[src/rtl/fe_tx_pkg.sv]
package fe_tx_pkg;

   localparam int NIB_W = 4;
   localparam int GRP_W = 5;

   localparam logic [GRP_W-1:0] CG_IDLE  = 5'b11111;
   localparam logic [GRP_W-1:0] CG_SSD_1 = 5'b11000;
   localparam logic [GRP_W-1:0] CG_SSD_2 = 5'b10001;
   localparam logic [GRP_W-1:0] CG_ESD_1 = 5'b01101;
   localparam logic [GRP_W-1:0] CG_ESD_2 = 5'b00111;

   typedef enum logic [1:0] {
      FR_GAP   = 2'd0,
      FR_SSD2  = 2'd1,
      FR_BODY  = 2'd2,
      FR_ESD2  = 2'd3
   } frame_st_e;

   function automatic logic [GRP_W-1:0] nib_to_grp(input logic [NIB_W-1:0] n);
      logic [GRP_W-1:0] g;
      case (n)
         4'h0: g = 5'b11110;
         4'h1: g = 5'b01001;
         4'h2: g = 5'b10100;
         4'h3: g = 5'b10101;
         4'h4: g = 5'b01010;
         4'h5: g = 5'b01011;
         4'h6: g = 5'b01110;
         4'h7: g = 5'b01111;
         4'h8: g = 5'b10010;
         4'h9: g = 5'b10011;
         4'hA: g = 5'b10110;
         4'hB: g = 5'b10111;
         4'hC: g = 5'b11010;
         4'hD: g = 5'b11011;
         4'hE: g = 5'b11100;
         default: g = 5'b11101;
      endcase
      return g;
   endfunction

endpackage

[src/rtl/fe_cg_enc.sv]
module fe_cg_enc
   import fe_tx_pkg::*;
(
   input  logic             clk,
   input  logic             rst_n,
   input  logic             take,
   input  logic             en,
   input  logic [NIB_W-1:0] nib,
   output logic [GRP_W-1:0] grp
);

   frame_st_e st_q, st_d;

   always_comb begin
      st_d = st_q;
      grp  = CG_IDLE;
      case (st_q)
         FR_GAP: begin
            if (en) begin
               grp  = CG_SSD_1;
               st_d = FR_SSD2;
            end
         end
         FR_SSD2: begin
            grp  = CG_SSD_2;
            st_d = FR_BODY;
         end
         FR_BODY: begin
            if (en) begin
               grp = nib_to_grp(nib);
            end else begin
               grp  = CG_ESD_1;
               st_d = FR_ESD2;
            end
         end
         default: begin
            grp  = CG_ESD_2;
            st_d = FR_GAP;
         end
      endcase
   end

   always_ff @(posedge clk or negedge rst_n) begin
      if (!rst_n)    st_q <= FR_GAP;
      else if (take) st_q <= st_d;
   end

endmodule

[src/rtl/fe_cg_ser.sv]
module fe_cg_ser #(
   parameter int                 W      = 5,
   parameter logic [W-1:0]       RST_GRP = '1
) (
   input  logic         clk,
   input  logic         rst_n,
   input  logic [W-1:0] grp_in,
   output logic         stb,
   output logic         bit_out
);

   localparam int CW = $clog2(W);
   localparam logic [CW-1:0] LAST = CW'(W - 1);

   logic [CW-1:0] ph_q;
   logic [W-1:0]  shf_q;

   assign stb     = (ph_q == '0);
   assign bit_out = shf_q[W-1];

   always_ff @(posedge clk or negedge rst_n) begin
      if (!rst_n) begin
         ph_q  <= '0;
         shf_q <= RST_GRP;
      end else begin
         ph_q  <= (ph_q == LAST) ? '0 : ph_q + 1'b1;
         shf_q <= stb ? grp_in : {shf_q[W-2:0], 1'b0};
      end
   end

endmodule

[src/rtl/fe_scr.sv]
module fe_scr #(
   parameter int             LEN  = 11,
   parameter int             TAP  = 9,
   parameter logic [LEN-1:0] SEED = '1,
   parameter bit             ON   = 1'b1
) (
   input  logic clk,
   input  logic rst_n,
   input  logic din,
   output logic dout
);

   generate
      if (ON) begin : g_on
         logic [LEN-1:0] sr_q;
         logic           key;
         assign key  = sr_q[LEN-1] ^ sr_q[TAP-1];
         assign dout = din ^ key;
         always_ff @(posedge clk or negedge rst_n) begin
            if (!rst_n) sr_q <= SEED;
            else        sr_q <= {sr_q[LEN-2:0], key};
         end
      end else begin : g_off
         assign dout = din;
      end
   endgenerate

endmodule

[src/rtl/fe_mlt3.sv]
module fe_mlt3 (
   input  logic       clk,
   input  logic       rst_n,
   input  logic       din,
   output logic [1:0] lvl
);

   logic [1:0] step_q;

   always_ff @(posedge clk or negedge rst_n) begin
      if (!rst_n)   step_q <= 2'd0;
      else if (din) step_q <= step_q + 2'd1;
   end

   always_comb begin
      case (step_q)
         2'd1:    lvl = 2'b01;
         2'd3:    lvl = 2'b11;
         default: lvl = 2'b00;
      endcase
   end

endmodule

[src/rtl/fe_tx_symbol.sv]
module fe_tx_symbol
   import fe_tx_pkg::*;
#(
   parameter int                      LFSR_LEN = 11,
   parameter int                      LFSR_TAP = 9,
   parameter logic [LFSR_LEN-1:0]     SCR_SEED = '1,
   parameter bit                      SCR_ON   = 1'b1
) (
   input  logic       clk,
   input  logic       rst_n,
   input  logic       tx_en,
   input  logic [3:0] txd,
   output logic       nib_stb,
   output logic [1:0] mlt_lvl
);

   generate
      if (LFSR_TAP < 1 || LFSR_TAP >= LFSR_LEN) begin : g_bad_tap
         $error("fe_tx_symbol: LFSR_TAP must lie in 1..LFSR_LEN-1");
      end
      if (SCR_SEED == '0) begin : g_bad_seed
         $error("fe_tx_symbol: SCR_SEED must be nonzero");
      end
      if (NIB_W != 4 || GRP_W != 5) begin : g_bad_w
         $error("fe_tx_symbol: code table assumes 4-to-5 bit groups");
      end
   endgenerate

   logic [GRP_W-1:0] grp;
   logic             plain_bit;
   logic             scr_bit;

   fe_cg_enc u_enc (
      .clk   (clk),
      .rst_n (rst_n),
      .take  (nib_stb),
      .en    (tx_en),
      .nib   (txd),
      .grp   (grp)
   );

   fe_cg_ser #(.W(GRP_W), .RST_GRP(CG_IDLE)) u_ser (
      .clk     (clk),
      .rst_n   (rst_n),
      .grp_in  (grp),
      .stb     (nib_stb),
      .bit_out (plain_bit)
   );

   fe_scr #(.LEN(LFSR_LEN), .TAP(LFSR_TAP), .SEED(SCR_SEED), .ON(SCR_ON)) u_scr (
      .clk   (clk),
      .rst_n (rst_n),
      .din   (plain_bit),
      .dout  (scr_bit)
   );

   fe_mlt3 u_mlt (
      .clk   (clk),
      .rst_n (rst_n),
      .din   (scr_bit),
      .lvl   (mlt_lvl)
   );

endmodule

[config.mk]
export PLATFORM = sky130hd
export DESIGN_NAME = fe_tx_symbol
export DESIGN_NICKNAME = d
export VERILOG_FILES = /design/src/rtl/fe_tx_pkg.sv /design/src/rtl/fe_cg_enc.sv /design/src/rtl/fe_cg_ser.sv /design/src/rtl/fe_scr.sv /design/src/rtl/fe_mlt3.sv /design/src/rtl/fe_tx_symbol.sv
export SDC_FILE = /design/constraint.sdc
export NUM_CORES = 1
export LEC_CHECK = 0
export CAP_MARGIN = 20
export CORE_MARGIN = 2
export CORE_UTILIZATION = 30
export DETAILED_ROUTE_END_ITERATION = 8
export PLACE_DENSITY = 0.55
export SYNTH_ARGS = -nofsm -noshare
export SYNTH_HDL_FRONTEND = slang
export SYNTH_SLANG_ARGS = --single-unit
[constraint.sdc]
create_clock -name clk -period 1.77 [get_ports clk]
set_clock_uncertainty 0.05 [all_clocks]
set_input_delay 0.177 -clock clk [delete_from_list [all_inputs] [get_ports clk]]
set_output_delay 0.177 -clock clk [all_outputs]
set_load 0.05 [all_outputs]
### After elaboration in Yosys (flattened, before gate mapping)

Memory sizes are Yosys's and may differ from the RTL's.
Index checks and enable logic that the tools add are counted.

| cells by class | value |
|---|---|
| $add $sub $neg | 2 |
| equal/unequal tests | 7 |
| muxes and demuxes | 9 |
| bitwise gates (word level) | 2 |
| reduce and logical (&&, ||, !) cells | 3 |

Operators by type and width:

| kind | number |
|---|---|
| 5-bit case mux with 3 select lines | 1 |
| 5-bit two-way mux | 2 |
| 3-bit two-way mux | 2 |
| 2-bit case mux with 3 select lines | 1 |
| 2-bit by 1-bit equality test with 1-bit output, second input constant | 2 |
| 2-bit equality test, second input constant | 2 |
| 2-bit two-way mux | 2 |
| 2-bit != test, second input constant | 2 |
| 2-bit case mux with 2 select lines | 1 |
| 3-bit by 1-bit adder with 3-bit output, second input constant | 1 |
| 3-bit equality test, second input constant | 1 |
| 3-bit logical NOT | 1 |
| 3-bit AND reduction | 1 |
| 2-bit by 1-bit adder with 2-bit output, second input constant | 1 |
| 2-bit logical NOT | 1 |
| 1-bit XOR | 2 |

| storage, ports and cells | value |
|---|---|
| flip-flop bits (word level) | 23 |
| memory bits (read-only) | 80 |
| output and inout bits | 3 |
| word-level logic and storage cells | 29 |
| memories kept | 1 |

Memories:

| name | words | bits a word | rd ports | clocked after Yosys merged registers in | wr ports | RTL line | RTL |
|---|---|---|---|---|---|---|---|
| (no name shown) | 16 | 5 | 1 | 0 | 0 | fe_tx_pkg.sv:21 | `case (n)` |

### Depth between registers and ports, before layout

An unclocked memory read counts as a cell.

| logic depth | value |
|---|---|
| depth after elaboration | 4 |
| gate-level depth with buffers | 7 |
| gate-level depth less buffers | 6 |

### Hierarchy

Synthesis repeated with hierarchy kept, for this count alone.

| unflattened totals | value |
|---|---|
| cells, all modules | 83 |
| area total of the unflattened synthesis | 1073.5 um^2 |

Modules (own cells, without submodules):

| module | instances | cells an instance | area each (um^2) | seq. area each (um^2) |
|---|---|---|---|---|
| fe_cg_ser | 1 | 22 | 342.8 | 206.4 |
| fe_scr | 1 | 13 | 321.6 | 289.0 |
| fe_cg_enc | 1 | 39 | 306.5 | 50.0 |
| fe_mlt3 | 1 | 9 | 102.6 | 50.0 |

### Worst setup path after synthesis

Ideal clock, no wire load.

| path | value |
|---|---|
| path kind | flip-flop to flip-flop |
| start | register u_ser.ph_q[0] |
| end | register u_ser.shf_q[1] |
| setup time | 98 ps |
| data arrival time | 1513 ps |
| data required time | 1622 ps |
| setup slack | 108 ps |
| stages on the path, launching flop included | 8 |
| path through | dfrtp_1 > inv_1 > ha_1 > nand2b_4 > buf_6 > inv_1 > o21ai_0 > o311ai_1 |

| between the ends | value |
|---|---|
| cells in the longest elaborated chain, start to end | 2 |

Ends and longest elaborated chain:

| what | RTL line | RTL |
|---|---|---|
| from (decl) | fe_cg_ser.sv:15 | `logic [CW-1:0] ph_q;` |
| from (signal assigned) | fe_cg_ser.sv:26 | `ph_q <= (ph_q == LAST) ? '0 : ph_q + 1'b1;` |
| 3-bit logical NOT | fe_cg_ser.sv:18 | `assign stb = (ph_q == '0);` |
| named net nib_stb | fe_tx_symbol.sv:13 | `output logic nib_stb,` |
| 5-bit two-way mux | fe_cg_ser.sv:27 | `shf_q <= stb ? grp_in : {shf_q[W-2:0], 1'b0};` |
| to (signal assigned) | fe_cg_ser.sv:27 |  |
| to (decl) | fe_cg_ser.sv:16 | `logic [W-1:0] shf_q;` |

The timed path passes the listed nets, and every way through them passes these cells.
A chain may end at the register's enable or synchronous reset.

### Worst setup path after layout

| path | value |
|---|---|
| start | register u_mlt.step_q[0] |
| end | output port mlt_lvl[0] |

| between the ends | value |
|---|---|
| cells in the longest elaborated chain, start to end | 2 |

Ends and longest elaborated chain:

| what | RTL line | RTL |
|---|---|---|
| from (decl) | fe_mlt3.sv:8 | `logic [1:0] step_q;` |
| from (signal assigned) | fe_mlt3.sv:12 | `else if (din) step_q <= step_q + 2'd1;` |
| 2-bit equality test or 2-bit by 1-bit equality test with 1-bit output (tied branches) | fe_mlt3.sv:16 | `case (step_q)` |
| 2-bit case mux with 2 select lines * | fe_mlt3.sv:16 |  |
| to (decl) | fe_tx_symbol.sv:14 | `output logic [1:0] mlt_lvl` |

Mark *: on every way between the ends. The rest lies on a longest branch, timed or not.

==> implementation parameters <==
Parameter                              Value

Outcome
  Result of the run    finished clean

Clock network
  Insertion delay of the later-clocked pin in the worst-skew pair    approximately 0.31 ns
  CTS tree    built
  Number of buffers between clock root and the deepest sink    2
  Level count of the clock H-tree    1
  Root buffer cell    clkbuf_4
  Sink Count    23
  Count of hold-fix buffers inserted at cts    0
  Total clock buffers created by CTS    3
  Post-CTS clock slew at the launch and capture registers of the worst setup and hold paths    0.12 ns

Floorplan
  Width of the chip    61.8 microns
  Top-level port count    10
  Core footprint    about 3100 sq um
  Area of the die    3820 sq um
  Die outline height    roughly 62 microns
  Row count    20
  Initial standard-cell utilization of the core    0.321

Logic synthesis
  Yosys warning count    0
  Total standard cell area after synthesis    1000 sq um
  Number of distinct library cell variants in the gate-level netlist after synthesis    29
  Library cell with the largest summed area after synthesis    dfstp_2
  Sequential-to-total area share from yosys stat    0.594
  Area share of the largest cell type after synthesis    0.419
  Cell types occupying the most area after synthesis    dfstp_2 42%, dfrtp_1 17%, ha_1 10%, inv_1 2.6%, nand2_1 2.2%
  Cells after Synth    slightly below 80
  Syn nets    93
  Flip-flop and latch count after synthesis    23
  Syn Area/Cell    12.9 sq um

Global route
  Number of antenna violations at the first check in global routing    0
  Total congestion overflow after global routing    0
  Met2 Resource Use GR    0.150
  GR peak layer    met2
  Via count of the first global-routing pass    605
  Maximum number of pins on one net before global-route repair    24
  Wire length of the first global-routing pass    roughly 2600 microns
  GRT Util Overall    0.0957
  Global-route track usage on met1    0.119
  Met3 track utilization from global routing    0.0497

Worst setup path
  Kind of launch point of the worst setup path    flip-flop
  Biggest fanout along the worst timing path    3
  Path type of the worst setup path    reg -> out
  Critical path endpoint category    primary output
  Arrival time at the worst endpoint    1.43 ns
  Crit path required time    1.54 ns

Routing
  Vias    617
  TritonRoute pass-1 iters    4
  Vias per cell    4.44
  Starting DRT DRC Count    19
  Remaining antenna violation count    0
  # DRC    0
  Routed WL per cell    11.3 microns
  Routed wire length    1570 microns

STA
  Minimum hold slack    0.154 ns
  Total count of max-transition violations in the final report    0
  Accumulated negative setup slack    0 ns
  Highest achievable clock rate    605 MHz
  # setup viols final    0
  Max-Slew Margin vs Limit    0.751
  Final hold violation count    0
  Portion of the clock cycle consumed by the worst path in the final layout    0.934
  RSZ-0062 raised after global routing    false
  Slew at the pin with the worst max-slew slack    0.368 ns
  Final worst path period need    1.65 ns

Pwr
  Power density relative to cell area    1150 nW/um^2
  Leakage    ~0.52 nW
  Maximum vdd drop    0.000538 V

Final layout
  Commonest cells after routing, fill and taps aside    16 x dfstp_2, 7 x ha_1, 7 x dfrtp_1
  Diodes inserted    0
  Final Core Density    0.388
  Leading cell type in the layout, fill and taps excluded    dfstp_2
  Area overhead of the layout relative to synthesis    21.1%
  Layout net count    111
  Fraction of final layout cells sized beyond drive strength 1    0.358

Placement
  Half-perimeter wire length after detailed placement    roughly 1100 microns
  Number of buffers added on ports    9
  Final estimated routing congestion in global placement    0.799

Min path
  Class of the most critical hold timing path    in -> async

Job
  Number of maximum-capacitance violations    0
[through the flow]
stage	setup WS [ns]	area, sq um	total power [mW]	instances
after global placement	0.235	1150	1.17	131
after detailed placement	0.196	1150	1.17	131
after global routing	0.0440	1210	1.51	139
after CTS	0.00160	1180	1.42	135
final	0.118	1210	1.39	139
after floorplan	0.108	1000	1.04	78
[power breakdown]
| part | leakage (nW) | internal [mW] | switching, mW |
|---|---|---|---|
| Clock | 0.0177 | 0.0844 | 0.152 |
| Sequential | 0.249 | 0.612 | 0.0475 |
| Combinational | 0.254 | 0.203 | 0.294 |
[worst paths after layout]
kind | slack (ns) | cells past startpoint | to | from
min in group clk | 0.32 | 0 | u_scr.g_on.sr_q[2]$_DFF_PN1_ | u_scr.g_on.sr_q[1]$_DFF_PN1_
worst max-delay path | 0.12 | 3 | mlt_lvl[0] | u_mlt.step_q[0]$_DFFE_PN0P_
worst min-delay path | 0.15 | 2 | u_enc.st_q[1]$_DFFE_PN0P_ | rst_n
worst min register to register | 0.32 | 0 | u_scr.g_on.sr_q[2]$_DFF_PN1_ | u_scr.g_on.sr_q[1]$_DFF_PN1_
worst max register to register | 0.19 | 5 | u_enc.st_q[1]$_DFFE_PN0P_ | u_enc.st_q[0]$_DFFE_PN0P_
max in group asynchronous | 1.25 | 2 | u_scr.g_on.sr_q[10]$_DFF_PN1_ | rst_n
[layer usage]
| metal | routed length [microns] | vias up |
|---|---|---|
| met5 | 0 | - |
| li1 | - | 299 |
| met3 | 80 | 0 |
| met2 | 750 | 12 |
| met1 | 735 | 306 |
| met4 | 0 | 0 |
[registers in the layout (all words and copies together) (netlist names)]
| signal | count |
|---|---|
| u_scr.g_on.sr_q | 11 |
| u_ser.shf_q | 5 |
| u_ser.ph_q | 3 |
| u_enc.st_q | 2 |
| u_mlt.step_q | 2 |
[synth_stat cells (all sizes together)]
library cell / number
dfstp: 16
ha: 8
dfrtp: 7
inv: 7
nand2: 6
nor2: 5
a21oi: 2
mux2: 2
nand3: 2
nor2b: 2
nor3b: 2
o311ai: 2
o31a: 2
o31ai: 2
xnor2: 2
a21boi: 1
a2bb2oi: 1
buf: 1
mux2i: 1
nand2b: 1
nor3: 1
nor4: 1
o21ai: 1
o41ai: 1
or2: 1
xor2: 1
[what timing repair did]
item                                    in CTS  in global routing
endpoints found under the setup margin       1                  1
buffers inserted                             0                  3
gates cloned                                 0                  1
gates resized for setup                      1                  1
[worst max-delay path: stages (launching register included)]
cell	delay [ns]
dfrtp_1	0.43
ha_1	0.21
or2_2	0.29
buf_4	0.19
[cell families after synthesis]
family,share of synthesized area
flip-flops,0.594
buffers and inverters,0.0374
XOR/XNOR,0.0262
AO/OA/AOI/OAI,0.0898
adder cells (fa/ha/maj),0.0998
AND/OR/NAND/NOR,0.121
multiplexers,0.0324
[layout make-up]
type / instances / area, sq um
clock inverter: 1 / 5.00
sequential: 23 / 596
tap: 44 / 55.1
inverter: 7 / 30.0
clock buffer: 3 / 22.5
timing repair buffer: 13 / 125
multi-input combinational: 48 / 382
fill: 307 / 1910
Note: power is estimated with default switching activity, not from simulation.
